**config.mk**
```make
export PLATFORM = sky130hd
export DESIGN_NAME = pic_decode
export DESIGN_NICKNAME = d
export VERILOG_FILES = /design/src/rtl/pic_pkg.sv /design/src/rtl/pic_decode.sv
export SDC_FILE = /design/constraint.sdc
export NUM_CORES = 1
export LEC_CHECK = 0
export ABC_CLOCK_PERIOD_IN_PS = 2800
export BUFFER_PORTS_ARGS = -buffer_cell sky130_fd_sc_hd__buf_2
export CORE_AREA = 2 2 39 41
export DETAILED_ROUTE_END_ITERATION = 10
export DIE_AREA = 0 0 41 43
export GPL_TIMING_DRIVEN = 0
export PLACE_DENSITY = 0.68
export SLEW_MARGIN = 20
export SYNTH_ARGS = -nofsm -noshare
export SYNTH_HDL_FRONTEND = slang
export SYNTH_SLANG_ARGS = --single-unit
export TNS_END_PERCENT = 50
```
**constraint.sdc**
```tcl
create_clock -name vclk -period 2.8
set_clock_uncertainty 0.05 [all_clocks]
set_input_delay 0.28 -clock vclk [all_inputs]
set_output_delay 0.28 -clock vclk [all_outputs]
set_load 0.05 [all_outputs]
```
**src/rtl/pic_pkg.sv**
```systemverilog
package pic_pkg;

   localparam int OPC_W = 4;

   typedef enum logic [OPC_W-1:0] {
      OP_NOP   = 4'h0, OP_ADD  = 4'h1, OP_SUB  = 4'h2, OP_MUL  = 4'h3,
      OP_LOAD  = 4'h4, OP_STORE = 4'h5, OP_CMP = 4'h6, OP_MOV  = 4'h7,
      OP_OR    = 4'h8, OP_AND  = 4'h9, OP_NOT  = 4'hA, OP_LSL  = 4'hB,
      OP_JUMP  = 4'hC, OP_LSR  = 4'hD, OP_BEQ  = 4'hE, OP_BGT  = 4'hF
   } opcode_e;

   // Register usage class of one opcode
   typedef struct packed {
      logic src_a;    // reads source A field
      logic src_b;    // reads source B field
      logic dst;      // writes destination field
      logic flag_wr;  // writes the flag register implicitly
      logic flag_rd;  // reads the flag register implicitly
      logic mem;      // uses the data memory port
      logic redirect; // may change control flow
   } op_class_t;

   function automatic op_class_t classify(input logic [OPC_W-1:0] op);
      op_class_t c;
      c = '0;
      case (opcode_e'(op))
         OP_ADD, OP_SUB, OP_MUL, OP_OR, OP_AND, OP_LSL, OP_LSR: begin
            c.src_a = 1'b1; c.src_b = 1'b1; c.dst = 1'b1;
         end
         OP_MOV, OP_NOT: begin
            c.src_a = 1'b1; c.dst = 1'b1;
         end
         OP_LOAD: begin
            c.src_a = 1'b1; c.dst = 1'b1; c.mem = 1'b1;
         end
         OP_STORE: begin
            c.src_a = 1'b1; c.src_b = 1'b1; c.mem = 1'b1;
         end
         OP_CMP: begin
            c.src_a = 1'b1; c.src_b = 1'b1; c.flag_wr = 1'b1;
         end
         OP_BEQ, OP_BGT: begin
            c.flag_rd = 1'b1; c.redirect = 1'b1;
         end
         OP_JUMP: c.redirect = 1'b1;
         default: c = '0;
      endcase
      return c;
   endfunction

endpackage

```
**src/rtl/pic_decode.sv**
```systemverilog
module pic_decode #(
   parameter int INSTR_W  = 16,
   parameter int REG_BITS = 3,
   parameter int OPC_LSB  = 12,
   parameter int DST_LSB  = 9,
   parameter int SRCA_LSB = 6,
   parameter int SRCB_LSB = 3,
   parameter int FLAG_IDX = (1 << REG_BITS) - 1
) (
   input  logic [INSTR_W-1:0]          instr,
   output logic [(1 << REG_BITS)-1:0]  rd_mask,
   output logic [(1 << REG_BITS)-1:0]  wr_mask,
   output logic                        is_mem,
   output logic                        is_redirect
);
   import pic_pkg::*;

   localparam int NUM_REGS = 1 << REG_BITS;

   if (OPC_LSB + OPC_W > INSTR_W) begin : g_bad_opc
      $error("opcode field exceeds instruction width");
   end
   if (DST_LSB + REG_BITS > INSTR_W || SRCA_LSB + REG_BITS > INSTR_W ||
       SRCB_LSB + REG_BITS > INSTR_W) begin : g_bad_fld
      $error("register field exceeds instruction width");
   end
   if (FLAG_IDX >= NUM_REGS) begin : g_bad_flag
      $error("flag register index out of range");
   end

   op_class_t              cls;
   logic [REG_BITS-1:0]    dst_f, srca_f, srcb_f;
   logic [NUM_REGS-1:0]    flag_bit;

   assign cls      = classify(instr[OPC_LSB +: OPC_W]);
   assign dst_f    = instr[DST_LSB  +: REG_BITS];
   assign srca_f   = instr[SRCA_LSB +: REG_BITS];
   assign srcb_f   = instr[SRCB_LSB +: REG_BITS];
   assign flag_bit = NUM_REGS'(1) << FLAG_IDX;

   always_comb begin
      rd_mask = '0;
      wr_mask = '0;
      if (cls.src_a)   rd_mask = rd_mask | (NUM_REGS'(1) << srca_f);
      if (cls.src_b)   rd_mask = rd_mask | (NUM_REGS'(1) << srcb_f);
      if (cls.flag_rd) rd_mask = rd_mask | flag_bit;
      if (cls.dst)     wr_mask = wr_mask | (NUM_REGS'(1) << dst_f);
      if (cls.flag_wr) wr_mask = wr_mask | flag_bit;
   end

   assign is_mem      = cls.mem;
   assign is_redirect = cls.redirect;

   // Each instruction writes at most one register
   always_comb begin
      a_single_write_r11: assert ($countones(wr_mask) <= 1)
         else $error("more than one register written");
   end

endmodule

```
==> impl_metrics.ini, run 1 <==
[grt]
grt.total_usage = 0.1129
grt_max_degree = 11
antenna_found_initial = 0
grt_pass1_vias = 390
grt_pass1_wl_um = 1531
gr-total-overflow = 0

[finish]
regArea_um2 = 0
final_cell_mix = buf_2, nand2_1, nand2b_1
drive_gt1_frac = 0.4096
seq_cell_count = 0
final_nets = 101
clkbuf_count = 0
fin_cells = 99
diodes = 0
finish.utilization = 0.3707
mostFrequentLayoutCell = buf_2
area_growth_pct = 45.39

[floorplanning]
die_y_um = 43
design.core.area_um2 = 1384
rows = 14
initial_core_util = 0.2550
die-area_um2 = 1763
io_pins = 34
die_w_um = 41

[drt]
drc = 0
dr.first_iter.drc_count = 5
wl_per_cell_um = 10.93
ant_nets = 0
wl_um = 1082
firstDrtPassIters = 4
num_vias = 523
via_per_inst = 5.283

[sta]
fin_tns_setup_ps = 0
slew_headroom = 0.6936
finalCritPeriodShare = 0.7379
period_needed_ps = 2066
grt_setup_unrepaired = no
hold_viol_final = 0
holdWs_ps = 905.5
tightest_slew_ps = 455.4
slew_viol_final = 0
setup_viol = 0
fmax_ghz = 0.4840

[placed_design]
dp.cells = 99
hpwl_um = 861
portBuffers = 28
place_congestion = 0.7380

[power]
switching_share = 0.7218
leakagePower_nw = 0.2561
power_switching_uw = 88.99
p_clk_frac = 0
cell_internal_pwr_uw = 34.30
vdd_drop_max_v = 0.00008065
power_frac_seq = 0
p_per_area_nw_per_um2 = 240.3
pwr-share-comb = 1.000

[critical_path]
path_max_fanout = 7
end_kind = output pin
path_class = in2out
worstPathRequired_ps = 2470
startpoint_type = input pin
arrival_ps = 1740

[status]
status = finished, final reports clean

[yosys]
netlist_instances = 55
syn_area_um2 = 352.8
yosysWarnings = 0
ys_seq_area_frac = 0
synth.distinct_cells = 31
avgSynthCellArea_um2 = 6.415
synth_nets = 71

[clocking]
ctsHoldBuffers = 0
cts.repair.resized = 0
cts_setup_buffers = 0

[worst_hold_path]
min_path_cells = 3
hp-start = instr[4]
min_to = rd_mask[0]
hold_path_class = in2out

[job]
max_cap_violations = 0
cell families (layout without fill, tap and decap cells):
logic type	after synthesis	count (layout)	synth area share
compound gates	17	17	0.3546
fa+ha+maj	2	2	0.06028
simple gates	30	30	0.5142
buf+inv	6	34	0.07091
cell type report:
cell class         count  area, um2
plain buffers          3      13.76
fillers              160      870.8
inverters              3      11.26
multi-input cells     49      327.8
well taps             16      20.02
repair buffers        28      140.1
routing by layer:
metal  track usage  up-vias  wire length, um
li1              -      272                -
met1        0.1487      222              487
met2        0.2031       29              471
met3      0.005236        0              123
met4             0        0                0
met5             0        -                0
metrics by stage:
step | power, mW | area, um2 | setup slack [ps]
after CTS | 0.1232 | 513.0 | 723.5
after global routing | 0.1320 | 513.0 | 620.6
final | 0.1233 | 513.0 | 733.8
after detailed placement | 0.1227 | 513.0 | 736.9
after global placement | 0.1217 | 513.0 | 760.9
after floorplan | 0.09030 | 352.8 | -269.9
power groups by stage:
stage | sequential (mW) | clock (mW) | combinational (mW)
CTS | 0 | 0 | 0.123
finish | 0 | 0 | 0.123
global route | 0 | 0 | 0.132
floorplan | 0 | 0 | 0.0903
detailed placement | 0 | 0 | 0.123
global placement | 0 | 0 | 0.122
how the worst max path moves through the flow:
stage	from	to	slack [ps]	cells past startpoint
2_1_floorplan	instr[15]	wr_mask[1]	-270	4
3_3_place_gp	instr[12]	wr_mask[3]	760	6
3_5_place_dp	instr[12]	wr_mask[1]	740	6
4_1_cts	instr[12]	wr_mask[1]	720	6
5_1_grt	instr[12]	wr_mask[3]	620	6
6_report	instr[12]	wr_mask[3]	730	6
critical path: stages:
cell and delay, ps:
buf_2 130, inv_2 60, maj3_2 290, a211o_1 380, nor4bb_1 280, buf_2 310
cell usage after synthesis (2+ instances only):
cell      n  area, um2
nand3_1   2      10.01
o21ai_0   2      10.01
o21bai_1  2      15.01
nand2b_1  5      31.28
nand2_1   6      22.52
nor2_1    3      11.26
o22ai_1   3      18.77
nor3_1    2      10.01
inv_1     2      7.510
o32ai_1   4      35.03
buf_2     2      10.01
nor4_1    2      12.51
nor4b_1   2      17.52
No activity file was read; power rests on OpenSTA's default activity.
==> run 2: changes to the inputs <==
Settings changed: ABC_CLOCK_PERIOD_IN_PS 2800 to 1700, PLACE_DENSITY 0.68 to 0.7.
Clock period 2.8 ns to 1.7 ns, I/O delays scaled along.
==> impl_metrics.ini, run 2 (same netlist as run 1, synthesis figures left out) <==
[critical_path]
path_max_fanout = 9
crit_start = instr[13]
startpoint_type = input pin
end_kind = output pin
worstPathRequired_ps = 1480
path_class = in2out
arrival_ps = 1500

[floorplanning]
initial_core_util = 0.2550
rows = 14
design.core.area_um2 = 1384
io_pins = 34
die_w_um = 41
die_y_um = 43
die-area_um2 = 1763

[drt]
ant_nets = 0
via_per_inst = 5.385
num_vias = 560
dr.first_iter.drc_count = 3
firstDrtPassIters = 3
wl_um = 1242
drc = 0
wl_per_cell_um = 11.94

[finish]
area_growth_pct = 130.9
final_nets = 106
final_cell_mix = buf_2, buf_4, nand2_1
clkbuf_count = 0
diodes = 0
regArea_um2 = 0
mostFrequentLayoutCell = buf_2
seq_cell_count = 0
drive_gt1_frac = 0.6477

[placed_design]
portBuffers = 28
post-place-ws_ps = -242.4
place_congestion = 0.6283
hpwl_um = 1007

[sta]
setup_slack_ps = -23.90
grt_setup_unrepaired = yes
hold_viol_final = 0
fmax_ghz = 0.5801
period_needed_ps = 1724
tightest_slew_ps = 427.3
setup_viol = 1
finalCritPeriodShare = 1.014
slew_headroom = 0.7146
holdWs_ps = 694.0
slew_viol_final = 0

[status]
status = finished with violations
violations = negative setup slack

[grt]
gr-total-overflow = 0
antenna_found_initial = 0
grt_pass1_wl_um = 2063
grt_pass1_vias = 499
grt.total_usage = 0.1552
grt_max_degree = 11

[power]
p_per_area_nw_per_um2 = 356.0
vdd_drop_max_v = 0.0002059
leakagePower_nw = 0.3459

[worst_hold_path]
hp-start = instr[6]
hold_path_class = in2out

[job]
max_cap_violations = 0

[clocking]
ctsHoldBuffers = 0
run 2: cell count changes in the layout (fill, tap and decap cells not counted), moves of 2 or more:
| cell | before | now |
|---|---|---|
| buf_2 | 30 | 14 |
| buf_4 | 0 | 10 |
| buf_6 | 0 | 4 |
| buf_8 | 0 | 2 |
| clkbuf_4 | 0 | 4 |
| nor4_1 | 2 | 0 |
| nor4b_1 | 2 | 0 |
| nor4b_4 | 0 | 3 |
| o22ai_1 | 3 | 1 |
| o22ai_2 | 0 | 2 |
run 2: critical path, stage by stage:
cell	delay (ps)
buf_8	110
maj3_2	300
a211o_4	420
nor4bb_4	300
buf_6	200
run 2: cell type report:
cell class | instances | area [um2]
repair buffers | 33 | 235.2
multi-input cells | 49 | 505.5
fillers | 130 | 569.3
inverters | 3 | 13.76
well taps | 16 | 20.02
plain buffers | 3 | 40.04
run 2: path summary, 6_finish.rpt:
path / to / cells past startpoint
max: wr_mask[3] / 5
min: rd_mask[4] / 3
run 2: power by group:
group	switching, mW	internal (mW)	total (mW)
clock	0	0	0
combinational	0.182	0.108	0.290
sequential	0	0	0
run 2: per-layer routing:
layer	wire, um	share of wire	vias up	track usage
met5	0	0	-	0
met4	0	0	0	0
met3	70	0.056	0	0.005236
met2	650	0.52	20	0.2906
met1	520	0.42	252	0.1943
li1	-	-	288	-
run 2: timing repair:
action / in CTS / in global routing
gates resized for setup: 24 / 13
endpoints found under the setup margin: 12 / 12
setup buffers: 5 / 0
pin swaps: 5 / 2
run 2: per-stage QoR:
step / area, um2 / total power [mW] / std cells / TNS [ps] / util
2_1_floorplan: 506.7 / 0.1862 / 55 / -3411 / -
3_3_place_gp: 666.9 / 0.2479 / 99 / -1458 / 0.4819
3_5_place_dp: 666.9 / 0.2514 / 99 / -1674 / 0.4819
4_1_cts: 787.0 / 0.2828 / 104 / -49.12 / 0.5687
5_1_grt: 814.5 / 0.3077 / 104 / -161.3 / 0.5886
6_report: 814.5 / 0.2900 / 104 / -23.90 / 0.5886
